--- src/rtl/margin_monitor_pkg.sv ---
package margin_monitor_pkg;
  localparam int unsigned PRBS_LEN = 31;
  localparam int unsigned PRBS_TAP = 28;
  typedef enum logic {MODE_PSEUDO = 1'b0, MODE_PRBS = 1'b1} mon_mode_e;
endpackage

--- src/rtl/mm_replica.sv ---
module mm_replica #(
  parameter int unsigned NUM_CMP  = 16,
  parameter int unsigned NUM_TAPS = 2,
  localparam int unsigned CMP_W   = $clog2(NUM_CMP),
  localparam int unsigned NHIST   = 2 ** NUM_TAPS
) (
  input  logic [NUM_CMP-1:0]     cmp_i,
  input  logic [NUM_TAPS-1:0]    hist_i,
  input  logic                   spare_i,
  input  logic [CMP_W-1:0]       cmp_sel_i,
  input  logic [NHIST*CMP_W-1:0] map_i,
  output logic                   rep_o
);
  logic [NUM_CMP-1:0] cmp_mod;
  logic [CMP_W-1:0]   pick;

  always_comb begin
    cmp_mod = cmp_i;
    cmp_mod[cmp_sel_i] = spare_i;
    pick  = map_i[hist_i*CMP_W +: CMP_W];
    rep_o = cmp_mod[pick];
  end
endmodule

--- src/rtl/mm_prbs_chk.sv ---
module mm_prbs_chk
  import margin_monitor_pkg::*;
(
  input  logic clk_i,
  input  logic rst_ni,
  input  logic restart_i,
  input  logic en_i,
  input  logic bit_i,
  output logic seeded_o,
  output logic err_o
);
  localparam int unsigned SEED_W = $clog2(PRBS_LEN + 1);

  logic [PRBS_LEN-1:0] sr_q;
  logic [SEED_W-1:0]   seed_q;
  logic                pred;

  assign seeded_o = (seed_q == SEED_W'(PRBS_LEN));
  assign pred     = sr_q[PRBS_TAP-1] ^ sr_q[PRBS_LEN-1];
  assign err_o    = pred ^ bit_i;

  always_ff @(posedge clk_i or negedge rst_ni) begin
    if (!rst_ni) begin
      sr_q   <= '0;
      seed_q <= '0;
    end else if (restart_i) begin
      seed_q <= '0;
    end else if (en_i) begin
      if (!seeded_o) begin
        sr_q   <= {sr_q[PRBS_LEN-2:0], bit_i};
        seed_q <= seed_q + 1'b1;
      end else begin
        sr_q   <= {sr_q[PRBS_LEN-2:0], pred};
      end
    end
  end


  seed_keep_chk: assert property (@(posedge clk_i) disable iff (!rst_ni)
    seeded_o && !restart_i |=> seeded_o);
endmodule

--- src/rtl/mm_meas_ctrl.sv ---
module mm_meas_ctrl #(
  parameter int unsigned BIT_W = 16,
  parameter int unsigned ERR_W = 11
) (
  input  logic             clk_i,
  input  logic             rst_ni,
  input  logic             abort_i,
  input  logic             clear_i,
  input  logic             start_i,
  input  logic             cnt_en_i,
  input  logic             err_i,
  input  logic [BIT_W-1:0] window_i,
  output logic             busy_o,
  output logic             done_o,
  output logic [BIT_W-1:0] bit_cnt_o,
  output logic [ERR_W-1:0] err_cnt_o
);
  localparam logic [ERR_W-1:0] ERR_MAX = '1;

  logic [BIT_W-1:0] bit_nxt;
  assign bit_nxt = bit_cnt_o + 1'b1;

  always_ff @(posedge clk_i or negedge rst_ni) begin
    if (!rst_ni) begin
      busy_o <= 1'b0; done_o <= 1'b0; bit_cnt_o <= '0; err_cnt_o <= '0;
    end else if (abort_i || clear_i) begin
      busy_o <= 1'b0; done_o <= 1'b0; bit_cnt_o <= '0; err_cnt_o <= '0;
    end else if (start_i) begin
      busy_o <= 1'b1; done_o <= 1'b0; bit_cnt_o <= '0; err_cnt_o <= '0;
    end else if (busy_o && cnt_en_i) begin
      bit_cnt_o <= bit_nxt;
      if (err_i && err_cnt_o != ERR_MAX) err_cnt_o <= err_cnt_o + 1'b1;
      if (bit_nxt == window_i) begin
        busy_o <= 1'b0;
        done_o <= 1'b1;
      end
    end
  end


  frozen_chk: assert property (@(posedge clk_i) disable iff (!rst_ni)
    done_o && !abort_i && !clear_i && !start_i |=> $stable(err_cnt_o) && $stable(bit_cnt_o));

  err_sat_chk: assert property (@(posedge clk_i) disable iff (!rst_ni)
    err_cnt_o == ERR_MAX && !abort_i && !clear_i && !start_i |=> err_cnt_o == ERR_MAX);

  abort_chk: assert property (@(posedge clk_i) disable iff (!rst_ni)
    abort_i |=> bit_cnt_o == '0 && err_cnt_o == '0 && !busy_o && !done_o);

  clear_chk: assert property (@(posedge clk_i) disable iff (!rst_ni)
    clear_i |=> !busy_o && !done_o && bit_cnt_o == '0);

  start_chk: assert property (@(posedge clk_i) disable iff (!rst_ni)
    start_i && !abort_i && !clear_i |=> busy_o && !done_o && err_cnt_o == '0);
endmodule

--- src/rtl/margin_monitor.sv ---
module margin_monitor
  import margin_monitor_pkg::*;
#(
  parameter int unsigned NUM_LANES = 4,
  parameter int unsigned NUM_CMP   = 16,
  parameter int unsigned NUM_TAPS  = 2,
  parameter int unsigned BIT_W     = 16,
  parameter int unsigned ERR_W     = 11,
  localparam int unsigned LANE_W   = $clog2(NUM_LANES),
  localparam int unsigned CMP_W    = $clog2(NUM_CMP),
  localparam int unsigned NHIST    = 2 ** NUM_TAPS
) (
  input  logic                          clk_i,
  input  logic                          rst_ni,
  input  logic                          valid_i,
  input  logic [NUM_LANES*NUM_CMP-1:0]  cmp_i,
  input  logic [NUM_LANES*NUM_TAPS-1:0] hist_i,
  input  logic [NUM_LANES-1:0]          dec_i,
  input  logic                          spare_i,
  input  logic [NHIST*CMP_W-1:0]        map_i,
  input  logic [LANE_W-1:0]             lane_sel_i,
  input  logic [CMP_W-1:0]              cmp_sel_i,
  input  logic                          prbs_mode_i,
  input  logic [BIT_W-1:0]              window_i,
  input  logic                          start_i,
  input  logic                          clear_i,
  output logic                          busy_o,
  output logic                          done_o,
  output logic [BIT_W-1:0]              bit_cnt_o,
  output logic [ERR_W-1:0]              err_cnt_o
);
  logic [NUM_CMP-1:0]  lane_cmp [NUM_LANES];
  logic [NUM_TAPS-1:0] lane_hist [NUM_LANES];

  for (genvar l = 0; l < NUM_LANES; l++) begin : g_lane
    assign lane_cmp[l]  = cmp_i[l*NUM_CMP +: NUM_CMP];
    assign lane_hist[l] = hist_i[l*NUM_TAPS +: NUM_TAPS];
  end

  logic [LANE_W-1:0] lane_q;
  logic [CMP_W-1:0]  csel_q;
  logic              sel_chg;

  always_ff @(posedge clk_i or negedge rst_ni) begin
    if (!rst_ni) begin
      lane_q <= '0;
      csel_q <= '0;
    end else begin
      lane_q <= lane_sel_i;
      csel_q <= cmp_sel_i;
    end
  end
  assign sel_chg = (lane_q != lane_sel_i) || (csel_q != cmp_sel_i);

  logic      rep_dec, live_dec, pseudo_err, prbs_err, seeded, restart;
  mon_mode_e mode;

  assign mode     = mon_mode_e'(prbs_mode_i);
  assign live_dec = dec_i[lane_sel_i];

  mm_replica #(.NUM_CMP(NUM_CMP), .NUM_TAPS(NUM_TAPS)) u_replica (
    .cmp_i     (lane_cmp[lane_sel_i]),
    .hist_i    (lane_hist[lane_sel_i]),
    .spare_i   (spare_i),
    .cmp_sel_i (cmp_sel_i),
    .map_i     (map_i),
    .rep_o     (rep_dec)
  );
  assign pseudo_err = rep_dec ^ live_dec;

  assign restart = sel_chg || clear_i || start_i;

  mm_prbs_chk u_prbs (
    .clk_i     (clk_i),
    .rst_ni    (rst_ni),
    .restart_i (restart),
    .en_i      (valid_i && busy_o && mode == MODE_PRBS),
    .bit_i     (live_dec),
    .seeded_o  (seeded),
    .err_o     (prbs_err)
  );

  logic cnt_en, err_sel;
  assign cnt_en  = valid_i && (mode == MODE_PSEUDO || seeded);
  assign err_sel = (mode == MODE_PRBS) ? prbs_err : pseudo_err;

  mm_meas_ctrl #(.BIT_W(BIT_W), .ERR_W(ERR_W)) u_ctrl (
    .clk_i     (clk_i),
    .rst_ni    (rst_ni),
    .abort_i   (sel_chg),
    .clear_i   (clear_i),
    .start_i   (start_i),
    .cnt_en_i  (cnt_en),
    .err_i     (err_sel),
    .window_i  (window_i),
    .busy_o    (busy_o),
    .done_o    (done_o),
    .bit_cnt_o (bit_cnt_o),
    .err_cnt_o (err_cnt_o)
  );


  busy_done_chk: assert property (@(posedge clk_i) disable iff (!rst_ni)
    !(busy_o && done_o));

  seed_quiet_chk: assert property (@(posedge clk_i) disable iff (!rst_ni)
    mode == MODE_PRBS && !seeded && !restart |=> $stable(bit_cnt_o));
endmodule

--- config.mk ---
export PLATFORM = sky130hd
export DESIGN_NAME = margin_monitor
export DESIGN_NICKNAME = d
export VERILOG_FILES = /design/src/rtl/margin_monitor_pkg.sv /design/src/rtl/mm_replica.sv /design/src/rtl/mm_prbs_chk.sv /design/src/rtl/mm_meas_ctrl.sv /design/src/rtl/margin_monitor.sv
export SDC_FILE = /design/constraint.sdc
export NUM_CORES = 1
export LEC_CHECK = 0
export ABC_AREA = 0
export CAP_MARGIN = 40
export CORE_MARGIN = 2
export CORE_UTILIZATION = 58
export CTS_CLUSTER_DIAMETER = 60
export DETAILED_ROUTE_END_ITERATION = 10
export DONT_BUFFER_PORTS = 1
export PLACE_DENSITY = 0.79
export SYNTH_ARGS = -nofsm -noshare
export SYNTH_HDL_FRONTEND = slang
export SYNTH_SLANG_ARGS = --single-unit
--- constraint.sdc ---
create_clock -name clk_i -period 2.8 [get_ports clk_i]
set_input_delay 0.56 -clock clk_i [delete_from_list [all_inputs] [get_ports clk_i]]
set_output_delay 0.56 -clock clk_i [all_outputs]
set_load 0.02 [all_outputs]
# Yosys cells after proc, flatten, opt, wreduce, memory -nomap -nowiden
# Cells that the tools add are included.
dict set report classes {
  shifts 1
  n_lt_le_gt_ge 5
  reduce_logical 18
  eq_ne 6
  add_sub_neg 3
  n_mux 33
  bitwise 6
}
# cell count
set op_table {}
lappend op_table {{16-bit two-way mux} 5}
lappend op_table {{11-bit two-way mux} 4}
lappend op_table {{16-bit binary-select mux with 2-bit select} 1}
lappend op_table {{16-bit by 1-bit adder with 16-bit output (second input constant)} 1}
lappend op_table {{16-bit bitwise mux} 1}
lappend op_table {{16-bit == test} 1}
lappend op_table {{16-bit by 5-bit variable part select with 4-bit output} 1}
lappend op_table {{5-bit two-way mux} 3}
lappend op_table {{1-bit two-way mux} 13}
lappend op_table {{11-bit by 1-bit adder with 11-bit output (second input constant)} 1}
lappend op_table {{11-bit != test (second input constant)} 1}
lappend op_table {{4-bit by 5-bit < comparator with 1-bit output (second input constant)} 2}
lappend op_table {{3-bit nonzero test} 3}
lappend op_table {{2-bit AND reduction} 4}
lappend op_table {{1-bit logical AND} 6}
lappend op_table {{5-bit by 1-bit adder with 5-bit output (second input constant)} 1}
lappend op_table {{5-bit == test (second input constant)} 1}
lappend op_table {{1-bit binary-select mux with 4-bit select} 1}
lappend op_table {{2-bit binary-select mux with 2-bit select} 1}
lappend op_table {{1-bit demux with 4-bit select} 1}
lappend op_table {{4-bit by 1-bit greater-or-equal comparator with 1-bit output (second input constant)} 1}
lappend op_table {{1-bit logical OR} 4}
lappend op_table {{2-bit two-way mux} 2}
lappend op_table {{4-bit != test} 1}
lappend op_table {{9 further kinds} 12}
dict set report totals {
  in_bits 121
  register_bits 71
  word_cells 80
}

# Logic depth before layout (Yosys ltp)
# Gate-level depths: netlist of run 1.
dict set report logic_depth {
  ltp_word 14
  ltp_mapped 12
  depth_no_buf 12
}

# Hierarchy
# Synthesis of run 1 repeated with hierarchy kept, for this count alone.
dict set report unflattened {
  hier_cells 406
  area_unflattened_um2 4708.3
}
# mod area_per_inst_um2 seq_area_each_um2 n_inst cells_each
set modules_own_cells {}
lappend modules_own_cells {mm_meas_ctrl 1874.3 725.7 1 209}
lappend modules_own_cells {mm_prbs_chk 1461.4 900.9 1 93}
lappend modules_own_cells {margin_monitor 767.0 150.1 1 47}
lappend modules_own_cells {mm_replica 605.6 0.0 1 57}

# Least setup slack after synthesis of run 1
# Ideal clock, no wire load.
dict set report synth_timing {
  path_kind {input-to-reg}
  from {input port lane_sel_i[0]}
  to {register u_ctrl.err_cnt_o[7]}
  setup_slack_ns -0.720
  stages 11
  required_ns 2.722
  setup_time_ns 0.078
  path_buffers 1
  t_arrival_ns 3.442
  cell_sequence {mux4_2 buf_4 mux2i_1 mux2i_4 mux2i_1 a221o_1 a32o_1 a221oi_2 nor3_2 or4_1 a21oi_1}
}
dict set report synth_via {
  elab_chain_len 12
}
# element line_no
set synth_rtl {}
lappend synth_rtl {{start, declared} margin_monitor.sv:21} ;# input logic [LANE_W-1:0] lane_sel_i,
lappend synth_rtl {{2-bit inverter with 3-bit output (implied by the code)} {margin_monitor.sv:62, margin_monitor.sv:63}}
lappend synth_rtl {{2-bit binary-select mux with 2-bit select or 16-bit binary-select mux with 2-bit select (tied branches)} {margin_monitor.sv:63, margin_monitor.sv:62}}
lappend synth_rtl {{2-bit two-way mux (implied by the code) or 16-bit two-way mux (tied branches) (2 in series)} {margin_monitor.sv:63, margin_monitor.sv:62}}
lappend synth_rtl {{16-bit by 5-bit variable part select with 4-bit output or 16-bit bitwise mux (tied branches)} {mm_replica.sv:20, mm_replica.sv:19}}
lappend synth_rtl {{1-bit binary-select mux with 4-bit select} mm_replica.sv:21} ;# rep_o = cmp_mod[pick];
lappend synth_rtl {{1-bit two-way mux (implied by the code)} mm_replica.sv:21}
lappend synth_rtl {{1-bit bitwise XOR} margin_monitor.sv:69} ;# assign pseudo_err = rep_dec ^ live_dec;
lappend synth_rtl {{1-bit two-way mux} margin_monitor.sv:85} ;# assign err_sel = (mode == MODE_PRBS) ? prbs_err : pseudo_err;
lappend synth_rtl {{1-bit logical AND} mm_meas_ctrl.sv:32} ;# if (err_i && err_cnt_o != ERR_MAX) err_cnt_o <= err_cnt_o + 1'b1;
lappend synth_rtl {{3-bit nonzero test (no source line)} n/a}
lappend synth_rtl {{2-bit AND reduction (no source line)} n/a}
lappend synth_rtl {{end signal, assigned} mm_meas_ctrl.sv:32}
lappend synth_rtl {{end, declared} mm_meas_ctrl.sv:16} ;# output logic [ERR_W-1:0] err_cnt_o
# Parallel ways exist; a longest one is shown, timed or not. The select of a mux whose other input is x is not followed.
# A chain may end at the register's enable or synchronous reset.

# Worst setup path in the final report of run 1
# Ends and elaborated chain as after synthesis.

==> results of run 1 <==
per-stage QoR:
stage	util [%]	hold slack (ns)	instances
after detailed placement	62.7	0.266	526
after global placement	62.7	0.266	526
final	70.8	0.0900	553
after global routing	70.8	0.0978	553
after floorplan	-	0.264	419
after CTS	68.2	0.100	551
cells by family after synthesis:
| logic type | after synthesis | share of synthesized area [%] |
|---|---|---|
| adder cells (fa/ha/maj) | 4 | 1.10 |
| AND/OR/NAND/NOR | 135 | 15.1 |
| buffers and inverters | 26 | 2.75 |
| XOR/XNOR | 55 | 10.6 |
| AO/OA/AOI/OAI | 52 | 7.62 |
| flip-flops | 71 | 39.1 |
| multiplexers | 76 | 23.8 |
area by class of cell:
cell class / count / area (µm²) / area share [%]
timing repair buffer: 37 / 337 / 6.22
clock buffer: 11 / 151 / 2.80
clock inverter: 4 / 45.0 / 0.832
sequential: 71 / 1780 / 32.8
tap: 102 / 128 / 2.36
inverter: 4 / 15.0 / 0.277
multi-input combinational: 324 / 2960 / 54.7
power breakdown:
group          switching (mW)  internal, mW
combinational           0.176         0.189
clock                   0.366         0.451
sequential            0.00218          1.03
total                   0.544          1.67
registers in the layout, summed over array words and instances, names as in the netlist:
register          count
csel_q                4
lane_q                2
u_prbs.seed_q         5
u_ctrl.done_o         1
u_prbs.sr_q          31
u_ctrl.bit_cnt_o     16
u_ctrl.busy_o         1
u_ctrl.err_cnt_o     11
routing by layer:
metal / vias up / share of wire (%) / GRT usage (%)
met1: 1743 / 39 / 32.4
met2: 173 / 51 / 41.9
met3: 27 / 7.5 / 7.97
li1: 1596 / - / -
met5: - / 0 / 0
met4: 0 / 2.2 / 8.46
worst reg2reg max path, delay by kind of cell (launching register included):
kind,cells,cell delay (ns)
buffers and inverters,2,0.35
adders and majority gates,2,0.33
DFF,1,0.38
AOI/OAI and AO/OA,3,0.76
and+or+nand+nor,5,0.84
what timing repair did:
item                       CTS  global route
pin swaps                    6            23
hold endpoints to repair    71             0
buffers inserted             7             2
gates resized for setup     23            39
setup endpoints to repair   12            13
hold buffers                 1             0
gates cloned                 2             0
cells in the final DEF, fill, tap and decap left out, drive strengths merged, types with 3 or more instances in the layout:
master  count
mux2       32
a21oi      18
nand2b      4
nor4        3
nand4       9
clkinv      3
or3         9
mux4       19
nand3      14
dfrtp      71
ha          4
nor3        8
nor2b       4
inv         4
xor2       29
and2        7
xnor2      26
clkbuf     11
nand2      25
a211oi      3
nor2       33
buf        37
and3       13
mux2i      25
o21ai      11
or4         3
worst paths after layout:
check,endpoint,from,cells after the start,slack [ns]
max,u_ctrl.err_cnt_o[7],lane_sel_i[0],13,-0.48
min,u_ctrl.err_cnt_o[9],rst_ni,1,0.09
max reg2reg,u_ctrl.err_cnt_o[7],u_prbs.seed_q[1],12,0.03
min reg2reg,u_prbs.sr_q[29],u_prbs.sr_q[28],1,0.50
max in group asynchronous,u_prbs.seed_q[1],rst_ni,1,2.40
min in group clk_i,csel_q[2],cmp_sel_i[2],0,0.24
==> flow_summary.json, run 1 <==
{
  "status": "complete, but fails checks",
  "violations": "setup timing",
  "core-area_um2": 7650,
  "numClockSinks": 71,
  "crit_family": "compound AO/OA/AOI/OAI gates",
  "cp-end-kind": "register",
  "ys_seq_elements": 71,
  "antenna_found_initial": 0,
  "portBuffers": 0,
  "worst_ep_required_time_ns": 3.02,
  "dpl_cell_area_um2": 4800,
  "syn-instance-count": 419,
  "fin_area_um2": 5410,
  "yosysMostFrequentCell": "dfrtp_1",
  "hpwl_um": 7270,
  "finalHoldViolCount": 0,
  "slew_viol_final": 0,
  "grt_pass1_vias": 3607,
  "area_growth_pct": 19.0,
  "clk_pin_slew_ns": 0.07,
  "worst-path-buf-inv": 3,
  "synth_top_area_cell": "dfrtp_1",
  "track_usage_pct": 25.5,
  "ys_warn_count": 0,
  "fp.dieH_um": 92.6,
  "synth_common_cells": "71 x dfrtp_1, 33 x nor2_1, 32 x mux2_2, 29 x xor2_1, 26 x xnor2_1",
  "ant_nets": 0,
  "finalSetupTns_ns": -4.24,
  "synth_fp_nets": 544,
  "drive_gt1_share_pct": 32.6,
  "period_needed_ns": 3.28,
  "viasPerCell": 6.40,
  "clockBufferDepth": 2,
  "synth-async-reset-ratio_pct": 100,
  "critical_path_arrival_ns": 3.50,
  "grt_pass1_wl_um": 17100,
  "synth-edff-count": 0,
  "fmax_ghz": 0.305,
  "cts_tree": "yes",
  "synth_area_leaders": "dfrtp_1 39%, mux2_2 7.9%, mux4_2 5.9%",
  "final.period_utilization_pct": 117,
  "rows": 32,
  "diodes": 0,
  "tightest_slew_ns": 0.448,
  "leakagePower_nw": 2.24,
  "worstSkewPairLatency_ns": 0.34,
  "drv_cap": 0,
  "max_slew_margin_pct": 69.8,
  "ioPinCount": 150,
  "clockRootBuffer": "clkbuf_8",
  "cpMaxStageDelayCell": "mux4_2",
  "total_power_mw": 2.21,
  "grt_setup_unrepaired": "true",
  "drt_first_iter_violations": 184,
  "cts_made_buffers": 9,
  "vdd_drop_max_v": 0.000342,
  "wl_um": 11000,
  "synth_area_per_cell_um2": 10.9,
  "synth.top_cell.area_share_pct": 39.1,
  "setup_viol": 11,
  "die_w_um": 92.6,
  "syn_area_um2": 4550,
  "vias": 3539,
  "start_util_pct": 59.5,
  "setup_ws_ns": -0.483,
  "p_per_area_nw_per_um2": 409,
  "ys.flop_type": "dfrtp_1",
  "ys_seq_area_share_pct": 39.1,
  "ys_types": 51,
  "slowest_delay_ns": 0.59,
  "dieArea_um2": 8570,
  "dp_slack_ns": -0.935,
  "h-tree-depth": 3,
  "grt_overflow": 0,
  "firstDrtPassIters": 5,
  "finClkSkew_ns": 0.00959,
  "crit_path_start_kind": "input pin",
  "cp_cell_sequence": "mux4_2 > mux2i_4 > mux2i_4 > buf_6 > xor2_2 > o311a_1 > a21oi_2 > buf_4 > a221oi_4 > buf_6 > nor3_4 > o31ai_1 > a21oi_2",
  "fin_nets": 572,
  "drc": 0,
  "fillers": 508,
  "min_path_type": "in -> async",
  "wl_per_cell_um": 19.9,
  "worstPathMaxFanout": 21,
  "place_congestion": 0.884,
  "grt_start_max_net_pins": 72,
  "critPathKind": "in -> reg"
}
(Power assumes the default switching activity.)
==> run 2, diff against run 1 <==
MAX_ROUTING_LAYER = met4   (was not set)
==> run 2 against run 1 <==
  * The run still ends with setup timing left
  * Clock skew about the same
  * Clock-buffer cell count unchanged
  * Utilization unchanged
  * Clock power about the same
  * Via count down 0.65%
==> flow_summary.json, run 2 (synthesis gave the netlist of run 1 again) <==
{
  "status": "complete, but fails checks",
  "violations": "setup timing",
  "layout_commonest_cell": "dfrtp_1",
  "grt_start_max_net_pins": 72,
  "wl_per_cell_um": 20.0,
  "cp_num_cells": 14,
  "drv_cap": 0,
  "worstPathMaxFanout": 21,
  "fp.dieH_um": 92.6,
  "hpwl_um": 7270,
  "wl_met1_um": 4500,
  "drt_first_iter_violations": 184,
  "crit_family": "multiplexers",
  "setup_ws_ns": -0.480,
  "firstDrtPassIters": 5,
  "die_w_um": 92.6,
  "max_slew_margin_pct": 70.3,
  "min_path_type": "in -> async",
  "final.period_utilization_pct": 117,
  "grt_setup_unrepaired": "true",
  "grt_overflow": 0,
  "cts_made_buffers": 9,
  "cp-end-kind": "register",
  "regMostFlops": "u_prbs.sr_q",
  "worst_ep_required_time_ns": 3.02,
  "period_needed_ns": 3.28,
  "clockPowerShare_pct": 36.9,
  "tightest_slew_ns": 0.437,
  "final_cell_mix": "71 x dfrtp_1, 32 x mux2_2, 32 x nor2_1",
  "top_regs": "u_prbs.sr_q (31), u_ctrl.bit_cnt_o (16), u_ctrl.err_cnt_o (11)",
  "wl_met3_um": 743,
  "clockBufferDepth": 2,
  "crit_path_start_kind": "input pin",
  "finalHoldViolCount": 0,
  "h-tree-depth": 3,
  "r2r_start": "u_prbs.seed_q[1]",
  "worst-path-buf-inv": 4,
  "reg2reg_to": "u_ctrl.err_cnt_o[7]",
  "drive_gt1_share_pct": 32.6,
  "worstSkewPairLatency_ns": 0.34,
  "reg2regPathDepth": 12,
  "critical_path_arrival_ns": 3.50,
  "largest_register_ffs": 31,
  "multi_input_comb_area_um2": 2960,
  "portBuffers": 0,
  "slew_viol_final": 0,
  "track_usage_pct": 26.2,
  "slowest_delay_ns": 0.59,
  "ant_nets": 0,
  "finalNonFillerCells": 553,
  "vdd_drop_max_v": 0.000342,
  "p_seq_share_pct": 46.7,
  "area_growth_pct": 19.0,
  "drc": 0,
  "start_util_pct": 59.5,
  "viasPerCell": 6.36,
  "fin_nets": 572,
  "fillers": 508,
  "clk_pin_slew_ns": 0.07,
  "p_int_mw": 1.67,
  "leakagePower_nw": 2.24,
  "grt_pass1_wl_um": 17100,
  "core-area_um2": 7650,
  "clockRootBuffer": "clkbuf_8",
  "dr_wl_met2_um": 5570,
  "p_per_area_nw_per_um2": 408,
  "dp_cells": 526,
  "routed.top_layer": "met4",
  "rows": 32,
  "r2r_slack_ns": 0.03,
  "critPathKind": "in -> reg",
  "place_congestion": 0.899,
  "vias": 3516,
  "dieArea_um2": 8570,
  "diodes": 0,
  "fmax_ghz": 0.305,
  "p_comb_share_pct": 16.5,
  "p_sw_share_pct": 24.5,
  "setup_viol": 11,
  "ioPinCount": 150,
  "antenna_found_initial": 0,
  "finClkSkew_ns": 0.00925,
  "layout.area.seq_um2": 1780,
  "cts_tree": "yes",
  "wl_um": 11000,
  "cpMaxStageDelayCell": "mux4_2",
  "switchingPower_mw": 0.541,
  "dp_slack_ns": -0.935,
  "grt_pass1_vias": 3608,
  "cp_cell_sequence": "mux4_2 > mux2i_4 > mux2i_4 > buf_6 > buf_4 > mux2i_2 > a311o_1 > a21oi_2 > buf_4 > a221oi_4 > buf_6 > nor3_4 > o31ai_1 > a21oi_2",
  "numClockSinks": 71
}
==> run 2: cell counts in the layout (fill, tap and decap cells not counted) <==
No cell type changed its count.
==> run 2: routing by layer <==
metal  up-vias  GRT usage (%)
li1       1597              -
met1      1738           32.6
met2       154           42.1
met3        27           7.16
met4         0           8.46
met5         -              -
==> run 2: worst max-delay path by stage <==
stage | slack, ns | endpoint | startpoint
5_1_grt | -0.51 | u_ctrl.err_cnt_o[7] | lane_sel_i[0]
3_3_place_gp | -0.76 | u_ctrl.err_cnt_o[1] | lane_sel_i[0]
3_5_place_dp | -0.93 | u_ctrl.err_cnt_o[6] | lane_sel_i[0]
4_1_cts | -0.35 | u_ctrl.err_cnt_o[7] | lane_sel_i[0]
2_1_floorplan | -0.55 | u_ctrl.err_cnt_o[8] | lane_sel_i[0]
6_report | -0.48 | u_ctrl.err_cnt_o[7] | lane_sel_i[0]
==> run 2: cell type report <==
type | count | area share (%)
multi-input combinational | 324 | 54.7
sequential | 71 | 32.8
timing repair buffer | 37 | 6.22
clock buffer | 11 | 2.80
tap | 102 | 2.36
clock inverter | 4 | 0.832
inverter | 4 | 0.277
==> run 2: what timing repair did <==
action	in CTS	in global routing
pin swaps	6	23
hold endpoints to repair	71	0
endpoints found under the setup margin	12	13
hold buffers	1	0
cloned	2	0
resized for setup	23	39
setup buffers	7	2
==> run 2: power by group through the flow <==
stage               Sequential (mW)  Clock [mW]  Combinational [mW]
floorplan                      1.05           0               0.228
finish                         1.03       0.815               0.364
detailed placement             1.05           0               0.248
CTS                            1.03       0.832               0.328
global placement               1.05           0               0.240
global route                   1.03       0.873               0.384
==> run 2: stage by stage <==
stage | power, mW | utilization, % | TNS [ns] | hold WS (ns) | area, µm²
finish | 2.21 | 70.8 | -4.12 | 0.0929 | 5410
CTS | 2.19 | 68.2 | -3.11 | 0.100 | 5220
global placement | 1.29 | 62.7 | -7.89 | 0.266 | 4800
global route | 2.29 | 70.8 | -5.04 | 0.0978 | 5410
detailed placement | 1.30 | 62.7 | -9.49 | 0.266 | 4800
floorplan | 1.28 | - | -5.58 | 0.264 | 4570
==> run 3, diff against run 2 <==
RECOVER_POWER = 100   (was not set)
==> run 3 against run 2 <==
  * Die area unchanged
  * Worst hold slack better by 0.15 ns
  * Critical endpoint unchanged
  * First-iteration DRC count up 3.8%
  * Setup slack worse by 0.0064 ns
  * Clock-buffer cell count unchanged
  * The run ends with capacitance limit, slew limit, setup timing left
==> flow_summary.json, run 3 (synthesis gave the netlist of run 1 again) <==
{
  "status": "complete, but fails checks",
  "violations": "capacitance limit, slew limit, setup timing",
  "finalNonFillerCells": 553,
  "worst_ep_required_time_ns": 3.02,
  "vias": 3551,
  "setup_viol": 12,
  "start_util_pct": 59.5,
  "grt_pass1_vias": 3608,
  "fmax_ghz": 0.304,
  "rows": 32,
  "area_growth_pct": 17.6,
  "period_needed_ns": 3.29,
  "track_usage_pct": 26.2,
  "grt_start_max_net_pins": 72,
  "fin_nets": 572,
  "slew_viol_final": 72,
  "grt_setup_unrepaired": "true",
  "final.period_utilization_pct": 117,
  "vdd_drop_max_v": 0.000340,
  "top_regs": "u_prbs.sr_q (31), u_ctrl.bit_cnt_o (16), u_ctrl.err_cnt_o (11)",
  "setup_ws_ns": -0.486,
  "ant_nets": 0,
  "crit_path_start_kind": "input pin",
  "tightest_slew_ns": 1.73,
  "utilization_pct": 70.0,
  "wl_per_cell_um": 19.9,
  "dp_cells": 526,
  "numClockSinks": 71,
  "dp_slack_ns": -0.935,
  "final_cell_mix": "71 x dfrtp_1, 32 x mux2_2, 32 x nor2_1",
  "place_congestion": 0.899,
  "grt_overflow": 0,
  "cts_tree": "yes",
  "clockBufferDepth": 2,
  "drt_first_iter_violations": 191,
  "hp-start": "cmp_sel_i[2]",
  "cp-end-kind": "register",
  "ioPinCount": 150,
  "critPathKind": "in -> reg",
  "drc": 0,
  "worstSkewPairLatency_ns": 0.34,
  "antenna_found_initial": 0,
  "layout_commonest_cell": "dfrtp_1",
  "grt_pass1_wl_um": 17100,
  "critical_path_arrival_ns": 3.50,
  "viasPerCell": 6.42,
  "core-area_um2": 7650,
  "r2r_start": "u_ctrl.bit_cnt_o[4]",
  "drive_gt1_share_pct": 30.2,
  "clockRootBuffer": "clkbuf_8",
  "wl_um": 11000,
  "clk_pin_slew_ns": 0.07,
  "max_slew_margin_pct": -15.2,
  "worstPathMaxFanout": 21,
  "cts_made_buffers": 9,
  "drv_cap": 1,
  "diodes": 0,
  "dieArea_um2": 8570,
  "min_path_type": "in -> reg",
  "die_w_um": 92.6,
  "finalHoldViolCount": 0,
  "critPathLaunch": "lane_sel_i[0]",
  "firstDrtPassIters": 4,
  "h-tree-depth": 3,
  "fp.dieH_um": 92.6,
  "finClkSkew_ns": 0.00895,
  "largest_register_ffs": 31,
  "p_per_area_nw_per_um2": 413,
  "hpwl_um": 7270,
  "regMostFlops": "u_prbs.sr_q",
  "leakagePower_nw": 2.19,
  "portBuffers": 0
}
==> run 3: path summary, 6_finish.rpt <==
kind | slack (ns) | depth (start not counted) | endpoint
setup / recovery | -0.49 | 14 | u_ctrl.err_cnt_o[7]
hold reg to reg | 0.50 | 1 | u_prbs.sr_q[29]
hold / removal | 0.24 | 0 | csel_q[2]
max in group asynchronous | 1.11 | 1 | u_prbs.seed_q[2]
setup reg to reg | -0.03 | 10 | u_ctrl.busy_o
min in group asynchronous | 0.67 | 1 | u_ctrl.err_cnt_o[5]
==> run 3: layout make-up <==
cell class                      count  area (µm²)
Tap cell                          102         128
Clock inverter                      4        45.0
Sequential cell                    71        1780
Multi-Input combinational cell    324        2960
Clock buffer                       11         151
Fill cell                         528        2300
Timing Repair Buffer               37         273
Inverter                            4        15.0
==> run 3: per-stage QoR <==
stage / hold slack (ns) / setup TNS (ns) / total power, mW / instance area, µm²
floorplan: 0.264 / -5.58 / 1.28 / 4570
global placement: 0.266 / -7.89 / 1.29 / 4800
detailed placement: 0.266 / -9.49 / 1.30 / 4800
CTS: 0.100 / -3.11 / 2.19 / 5220
global route: 0.213 / -5.27 / 2.28 / 5350
finish: 0.244 / -4.27 / 2.21 / 5350
==> run 3: repair_timing <==
action                                  in CTS  in global routing
hold endpoints to repair                    71                  0
pin swaps                                    6                 23
gates cloned                                 2                  0
gates resized for setup                     23                 39
endpoints found under the setup margin      12                 13
setup buffers                                7                  2
hold buffers                                 1                  0
==> run 3: layer usage <==
metal / share of wire, % / global-route usage [%] / wire length [µm] / vias up
li1: - / - / - / 1598
met5: 0 / - / 0 / -
met4: 2.3 / 8.46 / 250 / 0
met1: 40 / 32.6 / 4400 / 1757
met2: 51 / 42.1 / 5600 / 167
met3: 7.0 / 7.16 / 776 / 29
==> run 3: report_power, final <==
group          switching, mW  internal (mW)
Combinational          0.174          0.186
Sequential           0.00217           1.03
Clock                  0.365          0.451
Total                  0.541           1.67
==> run 3: worst max-delay path, stage by stage <==
cell and delay [ns]:
mux4_2 0.59, mux2i_4 0.26, mux2i_4 0.18, buf_6 0.14, buf_4 0.12, mux2i_2 0.23
a311o_1 0.21, a21oi_2 0.05, buf_4 0.15, a221oi_4 0.36, buf_6 0.18, nor3_4 0.05
o31ai_1 0.33, a21oi_2 0.09
